`src/rtl/adc_seq_ctrl.sv`:
```
module adc_seq_ctrl #(
  parameter int DW          = 10,
  parameter int SCW         = 5,
  parameter int CONV_TICKS  = 15,
  parameter int RECOV_TICKS = 2
) (
  input  logic          clk,
  input  logic          rst_n,
  input  logic          tick,
  input  logic          enable,
  input  logic          samp_req,
  input  logic [2:0]    trig_sel,
  input  logic [SCW-1:0] auto_cnt,
  input  logic          timer_evt,
  input  logic          ext_evt,
  input  logic [DW-1:0] adc_in,
  input  logic          bus_wr,
  input  logic [DW-1:0] bus_wdata,
  output logic          sh_sample,
  output logic          busy,
  output logic [DW-1:0] result,
  output logic          done
);
  localparam int CCW = $clog2(CONV_TICKS + 1);
  localparam int CW  = (SCW + 1 > CCW) ? SCW + 1 : CCW;
  localparam logic [2:0] SRC_SW = 3'd0, SRC_TMR = 3'd1, SRC_EXT = 3'd2, SRC_AUTO = 3'd7;

  typedef enum logic [1:0] {S_IDLE, S_SAMP, S_CONV, S_RCV} st_t;
  st_t st;
  logic [CW-1:0] cnt;
  logic [DW-1:0] hold;
  logic [CW-1:0] lim;
  logic          trig, fin;

  assign lim       = (auto_cnt == '0) ? CW'(1) : CW'(auto_cnt);
  assign sh_sample = (st == S_SAMP);
  assign busy      = (st == S_CONV);
  assign fin       = busy && enable && tick && (cnt == CW'(CONV_TICKS - 1));

  always_comb begin
    case (trig_sel)
      SRC_SW:   trig = !samp_req;
      SRC_TMR:  trig = timer_evt;
      SRC_EXT:  trig = ext_evt;
      SRC_AUTO: trig = tick && ((cnt + CW'(1)) >= lim);
      default:  trig = 1'b0;
    endcase
  end

  always_ff @(posedge clk or negedge rst_n) begin
    if (!rst_n) begin
      st     <= S_IDLE;
      cnt    <= '0;
      hold   <= '0;
      result <= '0;
      done   <= 1'b0;
    end else begin
      done <= 1'b0;
      if (bus_wr) result <= bus_wdata;
      case (st)
        S_IDLE: if (enable && samp_req) begin
          st  <= S_SAMP;
          cnt <= '0;
        end
        S_SAMP: begin
          if (!enable) st <= S_IDLE;
          else if (trig) begin
            st   <= S_CONV;
            cnt  <= '0;
            hold <= adc_in;
          end else if (tick && trig_sel == SRC_AUTO) cnt <= cnt + CW'(1);
        end
        S_CONV: begin
          if (!enable) begin
            st  <= S_RCV;
            cnt <= '0;
          end else if (fin) begin
            result <= hold;
            done   <= 1'b1;
            cnt    <= '0;
            st     <= (trig_sel == SRC_AUTO) ? S_SAMP : S_IDLE;
          end else if (tick) cnt <= cnt + CW'(1);
        end
        default: if (tick) begin
          if (cnt == CW'(RECOV_TICKS - 1)) st <= S_IDLE;
          else cnt <= cnt + CW'(1);
        end
      endcase
    end
  end

  AST_SW_START: assert property (@(posedge clk) disable iff (!rst_n)
    (sh_sample && enable && trig_sel == SRC_SW && !samp_req) |=> busy);
  AST_AUTO_RESTART: assert property (@(posedge clk) disable iff (!rst_n)
    (fin && trig_sel == SRC_AUTO) |=> sh_sample);
  AST_DONE_PULSE: assert property (@(posedge clk) disable iff (!rst_n)
    done |=> !done);
  AST_DONE_FROM_BUSY: assert property (@(posedge clk) disable iff (!rst_n)
    done |-> $past(busy));
  AST_ABORT_HOLD: assert property (@(posedge clk) disable iff (!rst_n)
    (busy && !enable && !bus_wr) |=> (!done && !busy && $stable(result)));
  AST_NO_START_OFF: assert property (@(posedge clk) disable iff (!rst_n)
    (sh_sample && !enable) |=> !busy);
  AST_RECOV_NO_SAMPLE: assert property (@(posedge clk) disable iff (!rst_n)
    (st == S_RCV) |=> !sh_sample);
  AST_BUS_WRITE: assert property (@(posedge clk) disable iff (!rst_n)
    (bus_wr && !fin) |=> (result == $past(bus_wdata)));
endmodule

```
`config.mk`:
```
export PLATFORM = sky130hd
export DESIGN_NAME = adc_seq_ctrl
export DESIGN_NICKNAME = d
export VERILOG_FILES = /design/src/rtl/adc_seq_ctrl.sv
export SDC_FILE = /design/constraint.sdc
export NUM_CORES = 1
export LEC_CHECK = 0
export BUFFER_PORTS_ARGS = -buffer_cell sky130_fd_sc_hd__buf_2
export CELL_PAD_IN_SITES_DETAIL_PLACEMENT = 1
export CELL_PAD_IN_SITES_GLOBAL_PLACEMENT = 1
export CORE_MARGIN = 1.5
export CORE_UTILIZATION = 36
export DETAILED_ROUTE_END_ITERATION = 10
export PLACE_DENSITY_LB_ADDON = 0.08
export SYNTH_ARGS = -nofsm -noshare
export SYNTH_HDL_FRONTEND = slang
export SYNTH_SLANG_ARGS = --single-unit
```
`constraint.sdc`:
```
create_clock -name clk -period 2.26 [get_ports clk]
set_input_delay 0.226 -clock clk [delete_from_list [all_inputs] [get_ports clk]]
set_output_delay 0.226 -clock clk [all_outputs]
set_load 0.05 [all_outputs]
```
==> impl_results.md, run 1 <==
- EDFF count, synth: 0
- Largest net degree at the start of global routing: 30
- Final Hold Viols: 0
- Fillers: approximately 560
- Setup TNS Final: -2.185 ns
- Failing checks: setup timing
- Critical path startpoint: cnt[0]
- Initial drt markers: 43
- H-tree depth: 2
- Setup violators final: 18
- Area share of the largest cell type after synthesis: 39.27%
- Final setup margin: -0.1873 ns
- Tcrit/Tclk final: 108.3%
- Syn Nets: 221
- Die width: around 75 µm
- Final instance area: 2581 µm²
- Area post-placement: approximately 2400 µm²
- Worst Setup Start Kind: flip-flop
- CP max-delay cell: dfrtp_2
- Initial Utilization: 38.12%
- Multi-input logic area: between 1000 and 1500 µm²
- Max-Cap Viols: 0
- Synthesis-stage register bit count: 29
- Vias: roughly 1.6k
- Register area: 728.2 µm²
- CP max FO: 6
- Max Transition Viols Final: 0
- Total GRT Usage: between 10% and 20%
- Critical path arrival: 2.65 ns
- CTS tree: done
- Share of layout cells above drive strength 1: around half
- Gpl congestion: around 0.81
- Clock tree buffer depth: 2
- VDD IR max: 0.4679 mV
- Root Driver: clkbuf_8
- Crit path max-delay family: compound AO/OA/AOI/OAI gates
- Hold_sp: adc_in[3]
- CP Buf/Inv Count: 2
- WL/cell: ~15 µm
- Area Overhead vs Synth: 39.68%
- Detailed Route WL: 4.908 mm
- Crit-path cells: buf_4, ha_1, nand2b_4, a2111oi_4, o31ai_4, o31a_4, buf_4, o21bai_1, o2bb2ai_2
- Status: finished, violations left
- Yosys warning count: 0
- Reg clk slew, reported paths: ~0.07 ns
- Synthesized instance count: between 150 and 200
- First-pass GRT wire length: 8.100 mm
- Syn_area_per_cell: 10.68 µm²
- Layout Nets: 300
- Io pins: slightly below 50
- Worst skew pair latency: around 0.28 ns
- Setup crit end kind: flip-flop
- Rows: 25
- Critical path class: flip-flop to flip-flop
- Synth area leaders: dfrtp_1 39%, ha_1 8.1%, mux2_4 8.1%
- RSZ-0062 raised after global routing: true
- Cell mode on critical path: buf_4
- Die ar.: about 5600 µm²
- Post-synth top area cell: dfrtp_1
- CTS Sinks: 29
- Core box area: around 4800 µm²
- Port Buf Inserts: 48
- Number of remaining DRC errors: 0
- Fraction of the yosys area taken by sequential cells: roughly 39%
- Slowest Stage Delay on Critical Path: ~0.46 ns
- TritonCTS buffer count: 5
- Post-DP HPWL: between 3 and 4 mm
- Antenna fix cells: 0
- P_leak: 1.250 nW
- Worst hold path class: input port to flip-flop
- Remaining antenna violation count after routing: 0
- Power density over the cells: 1049 nW/µm²
- Async SR Flop Fraction: between 90% and 100%
- Top_reg_cell synth: dfrtp_1
- Pwr Total: 2.708 mW
- Chip height: 74.65 µm
- Initial antenna violation count: 0
- Final critical-path required period: between 2 and 2.5 ns
- Synthesized cell area: around 1800 µm²
- Crit path required time: ~2.5 ns
- Post-synth cell types: 47
- Vias/cell: 4.947
- Number of global-route vias before repair: 1,733
- Worst-Margin Slew: around 0.67 ns
- Worst flop-to-flop path startpoint: cnt[0]
- Pre-Repair DR Iteration Count: 4
- Slew HR: 55.60%
- Fmax: between 400 and 500 MHz
- Total congestion overflow: 0
- Clk_skew: around 0.0074 ns
-- worst paths after layout --
kind | cells after the start | slack (ns) | to
worst min register to register | 2 | 0.50 | result[2]
min in group asynchronous | 2 | 0.53 | result[3]
worst max-delay path | 9 | -0.19 | cnt[2]
worst min-delay path | 2 | 0.18 | hold[3]
worst max register to register | 9 | -0.19 | cnt[2]
max in group asynchronous | 2 | 1.26 | cnt[1]
-- cell usage in the layout (no fill, tap or decap), drive strengths merged, types with 2 or more instances in the layout --
cell type / Yosys / routed
a21oi: 2 / 2
a31oi: 4 / 4
a41o: 2 / 2
buf: 1 / 76
clkbuf: 4 / 6
clkinv: 0 / 2
dfrtp: 29 / 29
ha: 12 / 12
inv: 11 / 11
mux2: 11 / 11
mux2i: 10 / 10
nand2: 23 / 23
nand2b: 4 / 4
nand3: 5 / 5
nand4: 2 / 2
nor2: 8 / 8
nor3: 4 / 4
o21ai: 13 / 13
o221ai: 3 / 3
o31ai: 2 / 2
or2: 4 / 4
-- power by group --
| part | switching, mW | leakage (nW) | internal, mW |
|---|---|---|---|
| Combinational | 0.756 | 0.850 | 0.732 |
| Sequential | 0.140 | 0.355 | 0.677 |
| Clock | 0.190 | 0.0450 | 0.213 |
-- synth_stat cells (all sizes together) (2+ instances only) --
library cell,number
clkbuf,4
a31oi,4
inv,11
o221ai,3
ha,12
nand2b,4
o31ai,2
a41o,2
nor2,8
nand3,5
nor3,4
nand4,2
or2,4
dfrtp,29
o21ai,13
mux2i,10
a21oi,2
nand2,23
mux2,11
-- state kept, by name, indices dropped and copies added (netlist names) --
signal / cells
cnt: 6
result: 10
done: 1
hold: 10
st: 2
-- final cells by class --
cell class	instances	share of cell area, %
multi-input cells	128	45.27
clock buffers	6	2.811
repair buffers	77	18.47
flip-flops and latches	29	28.21
well taps	67	3.248
inverters	11	1.600
clock inverters	2	0.3878
-- worst reg2reg max path, stage by stage (launching register included) --
cell       delay, ns
dfrtp_2         0.46
buf_4           0.16
ha_1            0.28
nand2b_4        0.15
a2111oi_4       0.40
o31ai_4         0.14
o31a_4          0.37
buf_4           0.15
o21bai_1        0.15
o2bb2ai_2       0.12
-- timing repair --
action                                 4_1_cts  5_1_grt
buffers inserted                             3        0
gates resized for setup                      8        2
endpoints found under the hold margin        4        0
setup endpoints to repair                   17       18
pin swaps                                    7        2
hold buffers                                 1        0
-- per-stage QoR --
| stage | hold WS [ns] | util, % | cells | setup WS (ns) |
|---|---|---|---|---|
| 4_1_cts | 0.1714 | 52.98 | 320 | -0.1975 |
| 5_1_grt | 0.1712 | 53.24 | 320 | -0.2773 |
| 3_5_place_dp | 0.2972 | 49.78 | 308 | -0.2311 |
| 2_1_floorplan | -0.06959 | - | 173 | -0.1131 |
| 6_report | 0.1794 | 53.24 | 320 | -0.1873 |
| 3_3_place_gp | 0.2774 | 49.78 | 308 | -0.1295 |
-- cells by family after synthesis --
logic type,synth area share (%)
flip-flops,39.27
AO/OA/AOI/OAI,18.89
XOR/XNOR,0.4740
buffers and inverters,3.249
AND/OR/NAND/NOR,15.84
adder cells (fa/ha/maj),8.124
multiplexers,14.15
-- metal layers --
layer | global-route usage (%) | up-vias | part of all wire (%)
li1 | - | 781 | -
met1 | 24.17 | 774 | 44
met2 | 34.62 | 23 | 53
met3 | 3.614 | 5 | 2.9
met4 | 4.242 | 0 | 0.59
met5 | 0 | - | 0
No activity file was read; power rests on OpenSTA's default activity.
==> inputs of run 2 (changes only) <==
--- a/config.mk
+++ b/config.mk
@@ -15,3 +15,4 @@
 export SYNTH_ARGS = -nofsm -noshare
 export SYNTH_HDL_FRONTEND = slang
 export SYNTH_SLANG_ARGS = --single-unit
+export TNS_END_PERCENT = 5
==> run 2 against run 1 <==
Effect of this change: the flow finishes with violations (hold timing, setup timing); combinational power hardly changed; maximum frequency is 1.1% higher; sequential power hardly changed; non-clock buffer count is 3 lower; largest power group unchanged; first-iteration DRC count is 26% higher; critical endpoint is now cnt[3]; highest routed layer unchanged.
==> impl_results.md, run 2 (same netlist as run 1, synthesis figures left out) <==
- Status: finished, violations left
- Failing checks: hold timing, setup timing
- Commonest non-fill, non-tap cell in the layout: buf_2
- Pwr Total: 2.843 mW
- Setup TNS Final: -1.903 ns
- Initial Utilization: between 30% and 40%
- CP max-delay cell: dfrtp_2
- Crit-path cells: inv_2, ha_4, inv_2, ha_4, a2111oi_4, o31ai_4, o31a_4, or2_4, o221ai_2
- Post-route insts no fill: 317
- Max Transition Viols Final: 0
- Reg clk slew, reported paths: 0.07 ns
- RSZ-0062 raised after global routing: true
- Number of global-route vias before repair: 1,721
- Critical path class: flip-flop to flip-flop
- CTS tree: done
- Slew HR: between 50 and 60%
- Share of layout cells above drive strength 1: slightly below 50%
- Io pins: 49
- Critical path arrival: about 2.6 ns
- Detailed Route WL: 4.885 mm
- Worst skew pair latency: around 0.27 ns
- Final critical-path required period: ~2.4 ns
- Largest net degree at the start of global routing: 30
- Placed cells: 307
- First-pass GRT wire length: slightly below 8 mm
- Setup violators final: 17
- Clk_skew: roughly 0.0029 ns
- TritonCTS buffer count: 5
- Initial antenna violation count: 0
- Most frequent cells in the layout: 48 x buf_2, 27 x dfrtp_1, 24 x buf_4, 23 x nand2_1
- Clock tree buffer depth: 2
- Critical path startpoint: cnt[0]
- Met1 Wirelength: between 2 and 2.5 mm
- Tcrit/Tclk final: 107.1%
- Total congestion overflow: 0
- Vias/cell: 5.044
- CTS Sinks: 29
- Core box area: ~4800 µm²
- Initial drt markers: 54
- Root Driver: clkbuf_8
- Gpl congestion: roughly 0.79
- Rows: 25
- Worst hold path class: input port to asynchronous set/reset pin
- Antenna fix cells: 0
- Port Buf Inserts: 48
- Reg-to-reg slack, setup: -0.16 ns
- P_leak: between 1 and 1.5 nW
- Setup crit end kind: flip-flop
- Max-Cap Viols: 0
- Remaining antenna violation count after routing: 0
- Worst-Margin Slew: between 0.6 and 0.7 ns
- Number of remaining DRC errors: 0
- Chip height: 74.65 µm
- CP max FO: 6
- Power density over the cells: 1104 nW/µm²
- WL met3: roughly 130 µm
- Largest registers: hold (10), result (10), cnt (6)
- Slowest Stage Delay on Critical Path: roughly 0.44 ns
- Fmax: around 410 MHz
- Worst flop-to-flop path startpoint: cnt[0]
- Top Layer Used: met4
- VDD IR max: roughly 0.48 mV
- Pre-Repair DR Iteration Count: 4
- WL/cell: ~15 µm
- Die ar.: 5572 µm²
- H-tree depth: 2
- Hold Buf Count CTS: 0
- Fillers: ~580
- Crit path max-delay family: compound AO/OA/AOI/OAI gates
- CP Buf/Inv Count: 2
- Fin util: 53.14%
- Final setup margin: -0.1599 ns
- Total GRT Usage: about a fifth
- Worst Setup Start Kind: flip-flop
- Area Overhead vs Synth: 39.40%
- Met2 WL post-DR: ~2.6 mm
- WHS: -0.02174 ns
- Crit path required time: between 2 and 2.5 ns
- Final Hold Viols: 29
- Vias: 1,599
- Die width: 74.65 µm
- Post-DP HPWL: 3.838 mm
- Layout Nets: 297
## run 2: changes by cell type in the layout (fill, tap and decap cells not counted), sizes merged
cell	delta
clkinv	-2
dlygate4sd3	-1
buf	-2
clkinvlp	+1
bufinv	+1
## run 2: metal layers
| layer | GRT usage (%) | vias up |
|---|---|---|
| li1 | - | 771 |
| met3 | 3.748 | 2 |
| met2 | 33.33 | 22 |
| met5 | 0 | - |
| met1 | 23.81 | 804 |
| met4 | 3.030 | 0 |
## run 2: layout make-up
type,count,area [µm²],area share (%)
Clock buffer,6,82.58,3.205
Clock inverter,2,37.54,1.457
Inverter,11,41.29,1.603
Multi-Input combinational cell,128,1151,44.68
Sequential cell,29,728.2,28.27
Tap cell,67,83.83,3.254
Timing Repair Buffer,74,451.7,17.53
## run 2: final timing paths
| path | cells past startpoint | to |
|---|---|---|
| hold / removal | 1 | hold[3] |
| hold reg to reg | 2 | result[4] |
| min in group clk | 2 | hold[7] |
| max in group asynchronous | 1 | cnt[1] |
| setup reg to reg | 9 | cnt[3] |
| setup / recovery | 9 | cnt[3] |
## run 2: power by group
| group | internal [mW] | total, mW | switching [mW] |
|---|---|---|---|
| registers | 0.677 | 0.818 | 0.141 |
| logic | 0.724 | 1.46 | 0.736 |
| clock network | 0.358 | 0.566 | 0.207 |
## run 2: metrics by stage
step | setup slack [ns] | instance area, µm² | hold WS (ns)
after floorplan | -0.1131 | 1908 | -0.06959
after global placement | -0.1302 | 2406 | 0.2849
after detailed placement | -0.2008 | 2406 | 0.2950
after CTS | -0.1739 | 2565 | 0.001756
after global routing | -0.2516 | 2576 | 0.02025
final | -0.1599 | 2576 | -0.02174
## run 2: worst reg2reg max path, cell delays in order (launching register included)
cell       delay [ns]
dfrtp_2          0.44
inv_2            0.06
ha_4             0.28
inv_2            0.04
ha_4             0.21
a2111oi_4        0.39
o31ai_4          0.14
o31a_4           0.37
or2_4            0.27
o221ai_2         0.12
## run 2: what timing repair did
action                                  in CTS  in global routing
endpoints found under the hold margin        0                  0
pin swaps                                   10                  4
endpoints found under the setup margin      17                 18
buffers inserted                             2                  0
gates resized for setup                      4                  2
